**config.mk**
```make
export PLATFORM = sky130hd
export DESIGN_NAME = pwrup_interlock_seq
export DESIGN_NICKNAME = d
export VERILOG_FILES = /design/src/rtl/pis_pkg.sv /design/src/rtl/pis_timer.sv /design/src/rtl/pis_fault_latch.sv /design/src/rtl/pis_thermal_gate.sv /design/src/rtl/pwrup_interlock_seq.sv
export SDC_FILE = /design/constraint.sdc
export NUM_CORES = 1
export LEC_CHECK = 0
export CAP_MARGIN = 0
export CELL_PAD_IN_SITES_DETAIL_PLACEMENT = 1
export CELL_PAD_IN_SITES_GLOBAL_PLACEMENT = 2
export CORE_ASPECT_RATIO = 0.8
export CORE_MARGIN = 4
export CORE_UTILIZATION = 37
export CTS_BUF_LIST = sky130_fd_sc_hd__clkbuf_4
export CTS_CLUSTER_DIAMETER = 100
export CTS_CLUSTER_SIZE = 14
export DETAILED_ROUTE_END_ITERATION = 16
export PLACE_DENSITY = 0.85
export SLEW_MARGIN = 20
export SYNTH_ARGS = -nofsm -noshare
export SYNTH_HDL_FRONTEND = slang
export SYNTH_SLANG_ARGS = --single-unit
```
**constraint.sdc**
```tcl
create_clock -name clk -period 4.6 [get_ports clk]
set_input_delay 1.38 -clock clk [delete_from_list [all_inputs] [get_ports clk]]
set_output_delay 1.38 -clock clk [all_outputs]
set_load 0.01 [all_outputs]
```
**src/rtl/pis_pkg.sv**
```systemverilog
package pis_pkg;

   typedef enum logic [2:0] {
      PS_OFF  = 3'd0,
      PS_SPIN = 3'd1,
      PS_ZERO = 3'd2,
      PS_RUN  = 3'd3,
      PS_HOLD = 3'd4
   } pstate_t;

   typedef struct packed {
      logic motor;
      logic blower;
      logic supplies;
      logic solenoid;
      logic init;
      logic wr;
      logic ready;
   } drive_t;

   function automatic drive_t drive_of(pstate_t s);
      drive_t d;
      d = '0;
      case (s)
         PS_SPIN, PS_HOLD: begin
            d.motor = 1'b1; d.blower = 1'b1; d.supplies = 1'b1; d.init = 1'b1;
         end
         PS_ZERO: begin
            d.motor = 1'b1; d.blower = 1'b1; d.supplies = 1'b1; d.init = 1'b1;
            d.solenoid = 1'b1;
         end
         PS_RUN: begin
            d.motor = 1'b1; d.blower = 1'b1; d.supplies = 1'b1;
            d.solenoid = 1'b1; d.wr = 1'b1; d.ready = 1'b1;
         end
         default: d = '0;
      endcase
      return d;
   endfunction

endpackage

```
**src/rtl/pis_timer.sv**
```systemverilog
module pis_timer #(
   parameter int CNT_W = 8
) (
   input  logic             clk,
   input  logic             rst_n,
   input  logic             clr,
   input  logic             en,
   input  logic [CNT_W-1:0] lim,
   output logic             done
);

   logic [CNT_W-1:0] cnt;

   always_ff @(posedge clk or negedge rst_n) begin
      if (!rst_n)   cnt <= '0;
      else if (clr) cnt <= '0;
      else if (en)  cnt <= cnt + CNT_W'(1);
   end

   assign done = en && (cnt == lim - CNT_W'(1));

   // count never passes its limit while a timed state is active
   assert_cnt_bound_R3: assert property (@(posedge clk) disable iff (!rst_n)
      en |-> (cnt < lim));

endmodule

```
**src/rtl/pis_fault_latch.sv**
```systemverilog
module pis_fault_latch (
   input  logic clk,
   input  logic rst_n,
   input  logic set,
   input  logic clr,
   output logic latched
);

   always_ff @(posedge clk or negedge rst_n) begin
      if (!rst_n)    latched <= 1'b0;
      else if (set)  latched <= 1'b1;
      else if (clr)  latched <= 1'b0;
   end

   assert_fault_sets_R8: assert property (@(posedge clk) disable iff (!rst_n)
      set |=> latched);

endmodule

```
**src/rtl/pis_thermal_gate.sv**
```systemverilog
module pis_thermal_gate #(
   parameter int THERMO_N = 2
) (
   input  logic [THERMO_N-1:0] closed,
   output logic                all_ok
);

   generate
      if (THERMO_N == 1) begin : g_single
         assign all_ok = closed[0];
      end else begin : g_multi
         assign all_ok = &closed;
      end
   endgenerate

endmodule

```
**src/rtl/pwrup_interlock_seq.sv**
```systemverilog
module pwrup_interlock_seq
   import pis_pkg::*;
#(
   parameter int SPIN_TICKS = 30000,
   parameter int ZERO_TICKS = 10000,
   parameter int HOLD_TICKS = 500,
   parameter int THERMO_N   = 2
) (
   input  logic                clk,
   input  logic                rst_n,
   input  logic                pwr_on_req,
   input  logic                pwr_off_req,
   input  logic [THERMO_N-1:0] thermo_closed,
   input  logic                undervolt,
   input  logic                breaker_trip,
   output logic                motor_on,
   output logic                blower_on,
   output logic                supplies_on,
   output logic                solenoid_on,
   output logic                init_hold,
   output logic                wr_enable,
   output logic                ready
);

   localparam int MAX_A = (SPIN_TICKS > ZERO_TICKS) ? SPIN_TICKS : ZERO_TICKS;
   localparam int MAX_T = (MAX_A > HOLD_TICKS) ? MAX_A : HOLD_TICKS;
   localparam int CNT_W = $clog2(MAX_T + 1);

   generate
      if (SPIN_TICKS < 1 || ZERO_TICKS < 1 || HOLD_TICKS < 1) begin : g_bad_ticks
         $error("interval parameters must be at least 1");
      end
      if (THERMO_N < 1) begin : g_bad_thermo
         $error("THERMO_N must be at least 1");
      end
   endgenerate

   pstate_t          st, nxt;
   logic             therm_ok;
   logic             fault_lat;
   logic             uv_hit;
   logic             tmr_done, tmr_clr, tmr_en;
   logic [CNT_W-1:0] tmr_lim;
   drive_t           drv;

   pis_thermal_gate #(.THERMO_N(THERMO_N)) u_therm (
      .closed (thermo_closed),
      .all_ok (therm_ok)
   );

   assign uv_hit = undervolt && (st != PS_OFF);

   pis_fault_latch u_fault (
      .clk     (clk),
      .rst_n   (rst_n),
      .set     (uv_hit),
      .clr     (pwr_off_req),
      .latched (fault_lat)
   );

   always_comb begin
      case (st)
         PS_SPIN: tmr_lim = CNT_W'(SPIN_TICKS);
         PS_ZERO: tmr_lim = CNT_W'(ZERO_TICKS);
         PS_HOLD: tmr_lim = CNT_W'(HOLD_TICKS);
         default: tmr_lim = CNT_W'(1);
      endcase
   end

   assign tmr_en = (st == PS_SPIN) || (st == PS_ZERO) || (st == PS_HOLD);

   always_comb begin
      nxt = st;
      if (breaker_trip || uv_hit) begin
         nxt = PS_OFF;
      end else begin
         case (st)
            PS_OFF:  if (pwr_on_req && !pwr_off_req && !fault_lat) nxt = PS_SPIN;
            PS_SPIN: if (pwr_off_req)                  nxt = PS_HOLD;
                     else if (therm_ok && tmr_done)    nxt = PS_ZERO;
            PS_ZERO: if (pwr_off_req)                  nxt = PS_HOLD;
                     else if (!therm_ok)               nxt = PS_SPIN;
                     else if (tmr_done)                nxt = PS_RUN;
            PS_RUN:  if (pwr_off_req)                  nxt = PS_HOLD;
                     else if (!therm_ok)               nxt = PS_SPIN;
            PS_HOLD: if (tmr_done)                     nxt = PS_OFF;
            default:                                   nxt = PS_OFF;
         endcase
      end
   end

   assign tmr_clr = (nxt != st) || ((st == PS_SPIN) && !therm_ok);

   pis_timer #(.CNT_W(CNT_W)) u_tmr (
      .clk   (clk),
      .rst_n (rst_n),
      .clr   (tmr_clr),
      .en    (tmr_en),
      .lim   (tmr_lim),
      .done  (tmr_done)
   );

   always_ff @(posedge clk or negedge rst_n) begin
      if (!rst_n) st <= PS_OFF;
      else        st <= nxt;
   end

   assign drv         = drive_of(st);
   assign motor_on    = drv.motor;
   assign blower_on   = drv.blower;
   assign supplies_on = drv.supplies;
   assign solenoid_on = drv.solenoid;
   assign init_hold   = drv.init;
   assign wr_enable   = drv.wr;
   assign ready       = drv.ready;

   assert_pwr_on_starts_R2: assert property (@(posedge clk) disable iff (!rst_n)
      (st == PS_OFF && pwr_on_req && !pwr_off_req && !fault_lat && !breaker_trip)
      |=> (motor_on && supplies_on && !solenoid_on));

   assert_wr_gated_R4: assert property (@(posedge clk) disable iff (!rst_n)
      wr_enable |-> (solenoid_on && !init_hold && ready));

   assert_ready_from_zero_R4: assert property (@(posedge clk) disable iff (!rst_n)
      $rose(ready) |-> ($past(st) == PS_ZERO));

   assert_thermo_drop_R5: assert property (@(posedge clk) disable iff (!rst_n)
      !therm_ok |=> (!solenoid_on && !wr_enable && !ready));

   assert_off_retracts_R6: assert property (@(posedge clk) disable iff (!rst_n)
      (pwr_off_req && !breaker_trip && !uv_hit &&
       (st == PS_SPIN || st == PS_ZERO || st == PS_RUN))
      |=> (!solenoid_on && supplies_on));

   assert_hold_no_restart_R7: assert property (@(posedge clk) disable iff (!rst_n)
      (st == PS_HOLD) |=> (st == PS_HOLD || st == PS_OFF));

   assert_fault_keeps_off_R8: assert property (@(posedge clk) disable iff (!rst_n)
      fault_lat |-> (st == PS_OFF));

   assert_trip_all_off_R9: assert property (@(posedge clk) disable iff (!rst_n)
      breaker_trip |=> (!supplies_on && !motor_on && !solenoid_on));

endmodule

```
==> impl_metrics.yaml <==
status:
  status: "complete, no violations"
pwr:
  p_int_uw: 255
  leakage_uw: 0.000606
  p_comb_frac: 0.217
  p_per_area_mw_per_mm2: 244
  clock_power_share: 0.254
  swShare: 0.318
  seq_power_share: 0.529
  vdd_drop_max_mv: 0.126
  power.net_switching_uw: 119
hold_path:
  whs_endpoint: "u_fault.latched"
  hp-class: "register to register"
  holdPathStages: 2
  min_from: "u_fault.latched"
cts:
  clock-sinks: 19
  insertion_delay_ns: 0.31
  cts-buffers-inserted: 3
  clock_tree.root_cell: "clkbuf_4"
  ctsResizeCount: 0
  h-tree-depth: 1
  worst_setup_hold_path_clk_slew_ns: 0.12
  cts_hold_buf: 0
  postCtsSetupRepairBufs: 0
  tritoncts: "built"
  clockBufferDepth: 2
grt:
  antenna_found_initial: 0
  grt-ovfl-total: 0
  grt_pass1_wl_mm: 6.36
  track_usage: 0.162
  grt_pass1_vias: 1212
  grt_max_degree: 20
floorplanning:
  die_area_sq_mm: 0.00485
  core_sq_mm: 0.00354
  num_io_pins: 15
  start_util: 0.396
  rows: 19
  die_w_um: 76.8
  dieHeight_um: 63.1
routing:
  wl_per_cell_um: 16.3
  drc_errors: 0
  final_antenna_net_count: 0
  initialDrtViolationCount: 99
  vias_per_cell: 5.67
  vias: 1235
  totalWireLength_mm: 3.56
  firstDrtPassIters: 4
yosys:
  synthSimpleGateAreaFrac: 0.311
  syn_avg_cell_area_sq_um: 8.15
  synthAdderAreaFrac: 0.0169
  yosysTopAreaCell: "dfrtp_1"
  synthTopCellsByCount: "nor2_1, nand2_1, dfrtp_1"
  synthesis.nets: 181
  synth_area_sq_mm: 0.00140
  ys.flop_type: "dfrtp_1"
  synth_top_family_by_area: "simple AND/OR/NAND/NOR gates"
  synth-edff-count: 0
  synth.area.top_cells: "dfrtp_1, xnor2_1, nor2_1"
  syn_inst: 172
  synth_cell_types: 43
  synth_top_cell_area_share: 0.339
  synthArstFlopShare: 1.00
  ys_ff_latch: 19
  yosysWarnings: 0
  synth_mux_area_frac: 0.00714
  ys_seq_area_frac: 0.339
  synth_compound_area_frac: 0.137
  synth_xor_area_frac: 0.106
  synth_most_common_cell: "nor2_1"
sta:
  setup_viol: 0
  tightestPinTransition_ns: 0.893
  hold_viol: 0
  tns_ns: 0
  rsz0062_at_grt: "false"
  final_max_slew_viol_count: 0
  min_period_over_period: 0.812
  relSlewSlack: 0.403
  clock_skew_ns: 0.0169
  whs_ns: 0.582
  fmax_mhz: 268
  post-route-min-period_ns: 3.73
worst_setup_path:
  r2r_cells: 7
  r2r-end: "u_tmr.cnt[1]"
  cp_slowest_cell: "clkdlybuf4s50_1"
  cp.arrival_ns: 2.35
  timing.rr.start: "st[1]"
  r2r_slack_ns: 1.80
  cp-start-kind: "register"
  required_ns: 3.22
  crit_chain: "or3b_2 > o21ai_2 > clkdlybuf4s50_1"
  path_max_fanout: 16
  crit_path_end_kind: "output pin"
  path_class: "register to output pin"
  cpPeakStageDelay_ns: 0.62
layout:
  drive_gt1_frac: 0.0739
  fill_cells: 435
  syn_to_final_growth_pct: 9.28
  stdcell_count: 218
  nets: 186
  num_antenna_cells: 0
flow_run:
  drv_cap: 0
placed_design:
  port_buffers: 14
  place_congestion: 0.791
  dp_cells: 214
  hpwlAfterDp_mm: 2.66
-- cells by family (layout without fill, tap and decap cells) --
logic type / after synthesis / after routing
AO/OA/AOI/OAI: 28 / 28
adder cells (fa/ha/maj): 2 / 2
buffers and inverters: 20 / 24
XOR/XNOR: 17 / 17
flip-flops: 19 / 19
multiplexers: 1 / 1
AND/OR/NAND/NOR: 85 / 85
-- registers in the layout, indices dropped and copies added (netlist names) --
signal,count
st,3
u_tmr.cnt,15
u_fault.latched,1
-- worst max path at each step --
stage / startpoint / slack [ns] / cells after the start / end
after CTS: st[2] / 0.84 / 3 / init_hold
final: st[2] / 0.87 / 3 / init_hold
after global routing: st[2] / 0.76 / 3 / init_hold
after floorplan: pwr_off_req / 1.89 / 7 / u_tmr.cnt[0]
after detailed placement: breaker_trip / 1.11 / 7 / u_tmr.cnt[13]
after global placement: breaker_trip / 1.19 / 6 / u_tmr.cnt[1]
-- final cells by class --
class                   instances  area (sq um)  share of cell area
clock buffers                   4          30.0              0.0196
inverters                       6          22.5              0.0147
multi-input cells             133           812               0.530
flip-flops and latches         19           475               0.310
well taps                      42          52.6              0.0343
repair buffers                 14           140              0.0914
-- cells in the final DEF, fill, tap and decap left out, types with 2 or more instances in the layout --
cell             synthesis  layout
dfrtp_1                 19      19
nand3_1                  4       4
a31oi_1                  5       5
nand2_1                 22      22
and3_1                   3       3
and4_1                   3       3
nor3_1                   6       6
clkbuf_4                 0       4
inv_1                    6       6
nand4_1                  6       6
o21ai_0                  6       6
xor2_1                   4       4
or3b_2                   2       2
or4_1                    2       2
nor3b_1                  3       3
a21oi_1                  6       6
clkdlybuf4s50_1          0      14
nor2_1                  26      26
xnor2_1                 13      13
-- per-layer routing --
layer	vias to the layer above	wire length (um)	global-route usage
met5	-	0	0
met4	0	27	0.0294
met3	4	96	0.0356
met2	18	1590	0.246
met1	610	1850	0.236
li1	603	-	-
-- through the flow --
step | power (uW) | utilization | area (sq um) | worst slack (ns)
2_1_floorplan | 255 | - | 1400 | 1.89
3_3_place_gp | 280 | 0.424 | 1500 | 1.19
3_5_place_dp | 282 | 0.424 | 1500 | 1.11
4_1_cts | 382 | 0.433 | 1530 | 0.841
5_1_grt | 402 | 0.433 | 1530 | 0.758
6_report | 374 | 0.433 | 1530 | 0.866
-- worst max-delay path: cells and delay by family (launching register included) --
family | cells | cell delay (ns)
compound gates | 1 | 0.19
buf+inv | 1 | 0.62
flops | 1 | 0.61
simple gates | 1 | 0.61
-- power groups by stage --
stage	sequential [uW]	combinational, uW	clock [uW]
finish	198	81.1	95.2
global route	202	89.2	111
CTS	198	81.6	103
detailed placement	201	81.0	0
global placement	200	79.3	0
floorplan	192	62.7	0
(Power assumes the default switching activity.)
